===== src/rtl/mwf_pkg.sv =====
package mwf_pkg;

  // Bits needed to hold the largest possible sum of products.
  function automatic int unsigned res_width(input int unsigned pairs,
                                            input int unsigned op_w);
    longint unsigned op_max;
    longint unsigned peak;
    op_max = (64'd1 << op_w) - 64'd1;
    peak   = op_max * op_max * longint'(pairs);
    return $clog2(peak + 64'd1);
  endfunction

endpackage


===== src/rtl/mwf_full_adder.sv =====
module mwf_full_adder (
  input  logic a,
  input  logic b,
  input  logic ci,
  output logic s,
  output logic co
);
  assign s  = a ^ b ^ ci;
  assign co = (a & b) | (a & ci) | (b & ci);
endmodule


===== src/rtl/mwf_unit_block.sv =====
// One grid cell: a chain of PAIRS full adders linked by sum outputs.
// Adder 0 takes two partial-product bits, middle adders take one,
// the last adder takes the sum of the matching block in the row above.
module mwf_unit_block #(
  parameter int unsigned PAIRS = 2
) (
  input  logic [PAIRS-1:0] pp,
  input  logic [PAIRS-1:0] diag_cin,
  input  logic             sum_above,
  output logic [PAIRS-1:0] diag_cout,
  output logic             sum_last
);
  logic [PAIRS-1:0] chain_s;

  for (genvar v = 0; v < PAIRS; v++) begin : g_adder
    if (v == 0) begin : g_head
      mwf_full_adder u_fa (
        .a (pp[0]), .b (pp[1]), .ci (diag_cin[0]),
        .s (chain_s[0]), .co (diag_cout[0])
      );
    end else if (v < PAIRS - 1) begin : g_mid
      mwf_full_adder u_fa (
        .a (chain_s[v-1]), .b (pp[v+1]), .ci (diag_cin[v]),
        .s (chain_s[v]), .co (diag_cout[v])
      );
    end else begin : g_tail
      mwf_full_adder u_fa (
        .a (chain_s[v-1]), .b (diag_cin[v]), .ci (sum_above),
        .s (chain_s[v]), .co (diag_cout[v])
      );
    end
  end

  assign sum_last = chain_s[PAIRS-1];
endmodule


===== src/rtl/mwf_column_merge.sv =====
// Reduces the PAIRS+1 bottom-row vectors (one per carry wavefront plus
// the tail sums) to two vectors with a chain of 3:2 carry-save rows.
module mwf_column_merge #(
  parameter int unsigned PAIRS = 2,
  parameter int unsigned OP_W  = 8,
  parameter int unsigned HI_W  = 9
) (
  input  logic [OP_W-1:0][PAIRS-1:0] bot_carry,
  input  logic [OP_W-1:0]            bot_sum,
  output logic [HI_W-1:0]            vec_s,
  output logic [HI_W-1:0]            vec_c
);
  logic [PAIRS:0][HI_W-1:0]   wave;
  logic [PAIRS-1:0][HI_W-1:0] acc_s;
  logic [PAIRS-1:0][HI_W-1:0] acc_c;
  logic [PAIRS-1:0][HI_W-1:0] maj;

  always_comb begin
    wave = '0;
    for (int j = 0; j < int'(OP_W); j++) begin
      for (int v = 0; v < int'(PAIRS); v++) begin
        wave[v][j] = bot_carry[j][v];
      end
      wave[PAIRS][j] = bot_sum[j];
    end
  end

  assign acc_s[0] = wave[0];
  assign acc_c[0] = wave[1];
  assign maj[0]   = '0;

  for (genvar t = 1; t < PAIRS; t++) begin : g_row
    for (genvar b = 0; b < HI_W; b++) begin : g_bit
      mwf_full_adder u_fa (
        .a (acc_s[t-1][b]), .b (acc_c[t-1][b]), .ci (wave[t+1][b]),
        .s (acc_s[t][b]), .co (maj[t][b])
      );
    end
    if (HI_W > 1) begin : g_shift
      assign acc_c[t] = {maj[t][HI_W-2:0], 1'b0};
    end else begin : g_noshift
      assign acc_c[t] = '0;
    end
    logic unused_top;
    assign unused_top = maj[t][HI_W-1];
  end

  logic unused_seed;
  assign unused_seed = ^maj[0];

  assign vec_s = acc_s[PAIRS-1];
  assign vec_c = acc_c[PAIRS-1];
endmodule


===== src/rtl/mwf_prefix_adder.sv =====
// Parallel-prefix (log-depth) adder, carry-in zero, result modulo 2^W.
module mwf_prefix_adder #(
  parameter int unsigned W = 8
) (
  input  logic [W-1:0] x,
  input  logic [W-1:0] y,
  output logic [W-1:0] sum
);
  localparam int unsigned LV = (W > 1) ? $clog2(W) : 1;

  logic [LV:0][W-1:0] gen_t;
  logic [LV:0][W-1:0] prp_t;

  assign gen_t[0] = x & y;
  assign prp_t[0] = x ^ y;

  for (genvar l = 0; l < LV; l++) begin : g_lvl
    localparam int unsigned D = 1 << l;
    for (genvar b = 0; b < W; b++) begin : g_bit
      if (b >= D) begin : g_comb
        assign gen_t[l+1][b] = gen_t[l][b] | (prp_t[l][b] & gen_t[l][b-D]);
        assign prp_t[l+1][b] = prp_t[l][b] & prp_t[l][b-D];
      end else begin : g_pass
        assign gen_t[l+1][b] = gen_t[l][b];
        assign prp_t[l+1][b] = prp_t[l][b];
      end
    end
  end

  assign sum[0] = prp_t[0][0];
  for (genvar b = 1; b < W; b++) begin : g_sum
    assign sum[b] = prp_t[0][b] ^ gen_t[LV][b-1];
  end

  logic unused_tail;
  assign unused_tail = gen_t[LV][W-1] ^ (^prp_t[LV]);
endmodule


===== src/rtl/mwf_sum_of_products.sv =====
module mwf_sum_of_products
  import mwf_pkg::*;
#(
  parameter int unsigned NUM_PAIRS = 2,
  parameter int unsigned OP_W      = 8,
  parameter int unsigned RES_W     = res_width(NUM_PAIRS, OP_W)
) (
  input  logic [NUM_PAIRS*OP_W-1:0] a_bus,
  input  logic [NUM_PAIRS*OP_W-1:0] b_bus,
  output logic [RES_W-1:0]          result
);
  localparam int unsigned HI_W = RES_W - OP_W;

  // Grid indexed by (row i = multiplier bit, offset j = multiplicand bit);
  // the block at (i, j) carries weight 2^(i+j).
  logic [OP_W-1:0][OP_W-1:0][NUM_PAIRS-1:0] cout_g;
  logic [OP_W-1:0][OP_W-1:0]                slast_g;

  for (genvar i = 0; i < OP_W; i++) begin : g_row
    for (genvar j = 0; j < OP_W; j++) begin : g_col
      logic [NUM_PAIRS-1:0] pp;
      logic [NUM_PAIRS-1:0] cin;
      logic                 s_up;

      for (genvar k = 0; k < NUM_PAIRS; k++) begin : g_pp
        assign pp[k] = a_bus[k*OP_W + j] & b_bus[k*OP_W + i];
      end

      // Diagonal source: same offset j in the previous row, one weight lower.
      if (i == 0) begin : g_top
        assign cin = '0;
      end else begin : g_inner
        assign cin = cout_g[i-1][j];
      end

      // Vertical source: previous row at equal weight, i.e. offset j+1.
      if (i == 0 || j == OP_W - 1) begin : g_no_up
        assign s_up = 1'b0;
      end else begin : g_up
        assign s_up = slast_g[i-1][j+1];
      end

      mwf_unit_block #(.PAIRS(NUM_PAIRS)) u_blk (
        .pp        (pp),
        .diag_cin  (cin),
        .sum_above (s_up),
        .diag_cout (cout_g[i][j]),
        .sum_last  (slast_g[i][j])
      );
    end
  end

  // Low bits exit the left edge of the grid already final.
  for (genvar i = 0; i < OP_W; i++) begin : g_low
    assign result[i] = slast_g[i][0];
  end

  // Bottom row: carries at weight OP_W+j, tail sums shifted down one offset.
  logic [OP_W-1:0] bot_sum;
  for (genvar j = 0; j < OP_W; j++) begin : g_bot
    if (j < OP_W - 1) begin : g_have
      assign bot_sum[j] = slast_g[OP_W-1][j+1];
    end else begin : g_none
      assign bot_sum[j] = 1'b0;
    end
  end

  logic [HI_W-1:0] vec_s;
  logic [HI_W-1:0] vec_c;
  logic [HI_W-1:0] hi_sum;

  mwf_column_merge #(
    .PAIRS (NUM_PAIRS),
    .OP_W  (OP_W),
    .HI_W  (HI_W)
  ) u_merge (
    .bot_carry (cout_g[OP_W-1]),
    .bot_sum   (bot_sum),
    .vec_s     (vec_s),
    .vec_c     (vec_c)
  );

  mwf_prefix_adder #(.W(HI_W)) u_final (
    .x   (vec_s),
    .y   (vec_c),
    .sum (hi_sum)
  );

  assign result[RES_W-1:OP_W] = hi_sum;
endmodule


===== config.mk =====
export PLATFORM = sky130hd
export DESIGN_NAME = mwf_sum_of_products
export DESIGN_NICKNAME = d
export VERILOG_FILES = /design/src/rtl/mwf_pkg.sv /design/src/rtl/mwf_full_adder.sv /design/src/rtl/mwf_unit_block.sv /design/src/rtl/mwf_column_merge.sv /design/src/rtl/mwf_prefix_adder.sv /design/src/rtl/mwf_sum_of_products.sv
export SDC_FILE = /design/constraint.sdc
export NUM_CORES = 1
export LEC_CHECK = 0
export BUFFER_PORTS_ARGS = -buffer_cell sky130_fd_sc_hd__buf_2
export CAP_MARGIN = 0
export CORE_ASPECT_RATIO = 1.75
export CORE_MARGIN = 5
export CORE_UTILIZATION = 55
export DETAILED_ROUTE_END_ITERATION = 10
export GPL_TIMING_DRIVEN = 0
export PLACE_DENSITY_LB_ADDON = 0.12
export SLEW_MARGIN = 20
export SYNTH_ARGS = -nofsm -noshare
export SYNTH_HDL_FRONTEND = slang
export SYNTH_SLANG_ARGS = --single-unit

===== constraint.sdc =====
create_clock -name vclk -period 11.5
set_input_delay 2.3 -clock vclk [all_inputs]
set_output_delay 2.3 -clock vclk [all_outputs]
set_load 0.005 [all_outputs]

==> results of run 1 <==
worst paths after layout:
path | end | slack (ns)
max | result[15] | 0.74
min | result[0] | 5.20
area by class of cell:
type / count / area, µm²
timing repair buffer: 49 / 245.2
buffer: 9 / 67.56
multi-input combinational: 277 / 3168
fill: 617 / 2497
inverter: 96 / 360.3
tap: 82 / 102.6
worst max-delay path: stages:
cell	delay (ns)
buf_2	0.16
and2_1	0.16
ha_1	0.15
inv_1	0.05
fa_1	0.35
inv_1	0.07
fa_1	0.40
inv_1	0.10
fa_1	0.41
fa_1	0.52
fa_1	0.44
fa_1	0.50
inv_1	0.05
fa_1	0.36
inv_1	0.09
fa_1	0.44
fa_1	0.49
inv_1	0.04
ha_1	0.22
fa_1	0.43
a211oi_2	0.23
o21bai_1	0.11
a21oi_2	0.15
xnor2_1	0.12
buf_2	0.13
stage by stage:
step	hold WS, ns	util [%]	cell area (µm²)	worst slack [ns]
after floorplan	4.900	-	3596	1.305
after global placement	5.193	61.23	3944	0.7879
after detailed placement	5.224	61.23	3944	0.7033
after CTS	5.225	61.23	3944	0.6990
after global routing	5.278	61.23	3944	0.3779
final	5.204	61.23	3944	0.7373
Yosys cell counts, drive strengths merged:
| cell | n |
|---|---|
| fa | 106 |
| inv | 96 |
| nand2 | 70 |
| and2 | 60 |
| ha | 22 |
| buf | 9 |
| a21oi | 5 |
| xnor2 | 4 |
| o21ai | 2 |
| a211oi | 1 |
| a21o | 1 |
| a31oi | 1 |
| nand3 | 1 |
| nor2 | 1 |
| nor2b | 1 |
| o21bai | 1 |
| xor2 | 1 |
kinds of logic after synthesis:
family / count (synthesis) / share of synthesized area [%]
compound gates: 11 / 2.053
simple gates: 133 / 18.16
fa+ha+maj: 128 / 66.67
buf+inv: 105 / 11.90
xor+xnor: 5 / 1.218
metal layers:
layer	GRT usage [%]	part of all wire [%]	up-vias
met4	1.882	0.78	0
li1	-	-	1176
met2	41.04	64	38
met3	0.4274	2.1	6
met5	0	0	-
met1	20.71	33	1365
==> impl_metrics.csv, run 1 <==
group,metric,value,unit
outcome,status,"complete, no violations",
cells_and_area,n_antenna_cell,0,
setup_path,path_class,"input pin to primary output",
detailed_routing,vias_per_cell,5.039,
timing,tightestPinTransition,0.2644,ns
die,start_util,55.83,%
logic_synthesis,avgSynthCellArea,9.413,µm²
global_routing,overflow,0,
die,io_pins,49,
detailed_routing,wirelength,7044,µm
hold_path,hp-class,"input pin to primary output",
global_routing,grt_first_pass_wirelength,12800,µm
cells_and_area,final_cell_mix,"106 x fa_1, 96 x inv_1, 70 x nand2_1",
cells_and_area,layout_commonest_cell,"fa_1",
detailed_routing,drc,0,
detailed_routing,vias,2585,
die,die_h,117.0,µm
global_routing,antenna_found_initial,0,
detailed_routing,wl_per_cell,13.73,µm
cells_and_area,syn2layout_area_growth,9.673,%
cells_and_area,nNetsFinal,593,
timing,slew_viol_final,0,
global_routing,track_usage,19.02,%
cells_and_area,n_sequential_cell,0,
setup_path,crit_fanout,8,
setup_path,crit_start,"a_bus[6]",
cts,cts_setup_buffers,0,
cells_and_area,clkbuf_count,0,
timing,post-route-period-util,93.59,%
cells_and_area,instances_no_fill,513,
logic_synthesis,synth_nets,542,
cells_and_area,drive_above_1_share,14.15,%
timing,setup_tns,0,ns
placement,globalplace.congestion,0.7857,
die,die_w,71.13,µm
cells_and_area,seq_area,0,µm²
detailed_routing,drt_iter0_drc,73,
die,die_area,8319,µm²
global_routing,grt_max_degree,9,
setup_path,arrival,8.46,ns
cts,cts_hold_buffers,0,
logic_synthesis,synth_cell_types,18,
logic_synthesis,netlist_instances,382,
timing,rsz0062_at_grt,"false",
detailed_routing,ant_nets,0,
setup_path,cp-end-kind,"primary output",
die,rows,39,
placement,placed_cells,513,
global_routing,grt_pass1_vias,2970,
logic_synthesis,synth_area_leaders,"fa_1 59%, and2_1 10%, inv_1 10%",
die,core-area,6441,µm²
logic_synthesis,seq_area_frac_synth,0,%
timing,min_period,10.76,ns
timing,setup_viol,0,
logic_synthesis,syn-cell-area,3596,µm²
run,max-cap-violations,0,
placement,dp_hpwl,6545,µm
timing,slew_headroom,82.29,%
logic_synthesis,synth_top_area_share,59.01,%
setup_path,crit_required,9.20,ns
timing,hold_viol_final,0,
timing,clock.fmax,92.91,MHz
detailed_routing,drtPass1Iterations,4,
setup_path,start_kind,"input pin",
hold_path,worstHoldPathCells,5,
placement,portBuffers,49,
hold_path,holdCritStartpoint,"b_bus[0]",
logic_synthesis,yosysTopAreaCell,"fa_1",
cts,cts.repair.resized,0,
logic_synthesis,yosysWarnings,0,
Power of run 1 is not shown: default switching activity piles up to over one toggle a cycle in this logic, so the estimate is an artifact.
==> run 2: changes to the inputs <==
- CORE_UTILIZATION: 55 -> 60
==> impl_metrics.csv, run 2 (synthesis gave the netlist of run 1 again) <==
group,metric,value,unit
placement,globalplace.congestion,0.8540,
cells_and_area,layout_commonest_cell,"fa_1",
timing,fin_hold_ws,5.188,ns
cells_and_area,final_cell_mix,"106 x fa_1, 96 x inv_1, 70 x nand2_1",
timing,min_period,10.79,ns
timing,slew_headroom,81.33,%
setup_path,crit_fanout,8,
cells_and_area,n_antenna_cell,0,
global_routing,grtUsageMet2,42.37,%
cells_and_area,syn2layout_area_growth,9.534,%
detailed_routing,wl_per_cell,14.47,µm
detailed_routing,wirelength,7364,µm
detailed_routing,ant_nets,0,
setup_path,arrival,8.49,ns
die,die_area,7702,µm²
timing,setup_tns,0,ns
detailed_routing,drtPass1Iterations,4,
setup_path,crit_top_cell,"fa_1",
timing,slew_viol_final,0,
cells_and_area,clkbuf_count,0,
timing,setup_viol,0,
global_routing,grtUsageMet3,0.9009,%
timing,clock.fmax,92.65,MHz
global_routing,overflow,0,
setup_path,crit_required,9.20,ns
global_routing,grt_first_pass_wirelength,12830,µm
cells_and_area,drive_above_1_share,14.15,%
run,max-cap-violations,0,
die,start_util,61.16,%
cells_and_area,seq_area,0,µm²
placement,portBuffers,49,
die,die_h,112.4,µm
timing,hold_viol_final,0,
cells_and_area,n_sequential_cell,0,
detailed_routing,vias,2637,
die,die_w,68.52,µm
timing,tightestPinTransition,0.2787,ns
setup_path,path_class,"input pin to primary output",
detailed_routing,drt_iter0_drc,61,
global_routing,busiest_layer,"met2",
global_routing,track_usage,21.50,%
die,core-area,5879,µm²
cells_and_area,final_core_util,66.99,%
setup_path,critical_path_buf_inv_count,8,
detailed_routing,vias_per_cell,5.181,
global_routing,grt_use_met1,24.05,%
global_routing,grt_pass1_vias,2929,
cts,cts_setup_buffers,0,
cts,cts.repair.resized,0,
setup_path,slowest_delay,0.53,ns
cts,cts_hold_buffers,0,
setup_path,cp-end-kind,"primary output",
setup_path,critPathSlowestCell,"fa_1",
die,io_pins,49,
cells_and_area,nNetsFinal,593,
global_routing,antenna_found_initial,0,
die,rows,37,
setup_path,start_kind,"input pin",
outcome,status,"complete, no violations",
timing,post-route-period-util,93.86,%
detailed_routing,drc,0,
timing,rsz0062_at_grt,"false",
placement,dp_hpwl,6793,µm
global_routing,grt_max_degree,9,
hold_path,hp-class,"input pin to primary output",
setup_path,critPathTopFamily,"adder cells",
-- run 2: layout make-up --
class | count | area (µm²)
Buffer | 9 | 67.56
Fill cell | 526 | 1941
Inverter | 96 | 360.3
Multi-Input combinational cell | 277 | 3168
Tap cell | 78 | 97.59
Timing Repair Buffer | 49 | 245.2
-- run 2: worst paths after layout --
path | from | end | slack (ns) | depth (start not counted)
max | a_bus[6] | result[15] | 0.71 | 25
min | b_bus[0] | result[0] | 5.19 | 5
-- run 2: per-stage QoR --
step,worst slack (ns),cells,area [µm²]
2_1_floorplan,1.305,382,3596
3_3_place_gp,0.7321,509,3939
3_5_place_dp,0.6426,509,3939
4_1_cts,0.6305,509,3939
5_1_grt,0.3470,509,3939
6_report,0.7064,509,3939
-- run 2: routing by layer --
metal / vias up / wire [µm]
met5: - / 0
met1: 1384 / 2359
met4: 0 / 183
met2: 59 / 4567
met3: 17 / 253
li1: 1177 / -
Power of run 2 is left out for the same reason.
==> run 3: changes to the inputs <==
- CELL_PAD_IN_SITES_DETAIL_PLACEMENT: unset -> 0
- CELL_PAD_IN_SITES_GLOBAL_PLACEMENT: unset -> 2
- CORE_UTILIZATION: 60 -> 39
- RECOVER_POWER: unset -> 25
==> impl_metrics.csv, run 3 (synthesis gave the netlist of run 1 again) <==
group,metric,value,unit
outcome,status,"complete, no violations",
timing,slew_viol_final,0,
global_routing,grt_pass1_vias,3012,
cells_and_area,clkbuf_count,0,
timing,rsz0062_at_grt,"false",
setup_path,arrival,8.59,ns
die,die_area,11320,µm²
die,rows,46,
timing,fin_hold_ws,5.221,ns
hold_path,hp-class,"input pin to primary output",
detailed_routing,drtPass1Iterations,4,
die,die_h,137.0,µm
cells_and_area,syn2layout_area_growth,10.96,%
detailed_routing,wl_per_cell,13.72,µm
cells_and_area,drive_above_1_share,13.92,%
global_routing,overflow,0,
placement,dp_hpwl,7015,µm
detailed_routing,vias_per_cell,4.624,
die,core-area,9036,µm²
run,max-cap-violations,0,
placement,placed_area,3991,µm²
detailed_routing,wirelength,7561,µm
die,start_util,39.80,%
timing,hold_viol_final,0,
timing,tightestPinTransition,0.3289,ns
global_routing,track_usage,15.04,%
die,io_pins,49,
global_routing,grt_first_pass_wirelength,13380,µm
cells_and_area,final_cell_mix,"106 x fa_1, 96 x inv_1, 70 x nand2_1",
timing,min_period,10.89,ns
cells_and_area,n_antenna_cell,0,
timing,post-route-period-util,94.73,%
placement,globalplace.congestion,0.7626,
detailed_routing,vias,2548,
setup_path,cp-end-kind,"primary output",
setup_path,crit_fanout,8,
cells_and_area,nNetsFinal,593,
setup_path,start_kind,"input pin",
detailed_routing,drt_iter0_drc,19,
detailed_routing,ant_nets,0,
timing,slew_headroom,78.07,%
setup_path,path_class,"input pin to primary output",
cells_and_area,layout_commonest_cell,"fa_1",
cells_and_area,n_sequential_cell,0,
cts,cts.repair.resized,0,
cells_and_area,final_area,3990,µm²
global_routing,grt_max_degree,9,
detailed_routing,drc,0,
global_routing,antenna_found_initial,0,
cts,cts_hold_buffers,0,
cells_and_area,seq_area,0,µm²
timing,setup_tns,0,ns
die,die_w,82.59,µm
placement,portBuffers,49,
setup_path,crit_required,9.20,ns
timing,setup_viol,0,
timing,clock.fmax,91.79,MHz
cts,cts_setup_buffers,0,
[run 3: changes by cell type in the layout (fill, tap and decap cells not counted), sizes merged]
cell	previous run	this run
buf	58	57
clkbuf	0	1
[run 3: path summary, 6_finish.rpt]
check	from	to	slack, ns	cells past startpoint
max	b_bus[8]	result[15]	0.61	25
min	b_bus[0]	result[0]	5.22	5
[run 3: metal layers]
metal  GRT usage (%)  vias up  part of all wire, %
li1                -     1175                    -
met1           16.19     1324                   33
met2           31.87       40                   63
met3          0.3294        9                  2.8
met4           1.364        0                  1.2
met5               0        -                    0
[run 3: final cells by class]
class / instances / area [µm²]
Multi-Input combinational cell: 277 / 3168
Tap cell: 120 / 150.1
Timing Repair Buffer: 49 / 244.0
Buffer: 9 / 67.56
Fill cell: 956 / 5046
Inverter: 96 / 360.3
[run 3: critical path, stage by stage]
cell and delay, ns:
clkbuf_1 0.26, and2_1 0.19, ha_1 0.14, inv_1 0.04, fa_1 0.35, inv_1 0.07, fa_1 0.41, inv_1 0.09
fa_1 0.41, fa_1 0.52, fa_1 0.44, fa_1 0.51, inv_1 0.06, fa_1 0.35, inv_1 0.08, fa_1 0.44
fa_1 0.49, inv_1 0.04, ha_1 0.21, fa_1 0.43, a211oi_2 0.23, o21bai_1 0.11, a21oi_2 0.15, xnor2_1 0.12
buf_2 0.13
[run 3: per-stage QoR]
step                cells  util [%]  worst slack [ns]
finish                551     44.16            0.6059
global route          551     44.16            0.2006
CTS                   551     44.17            0.6849
detailed placement    551     44.17            0.6890
global placement      551     44.17            0.7128
floorplan             382         -             1.305
Power of run 3 is left out for the same reason.
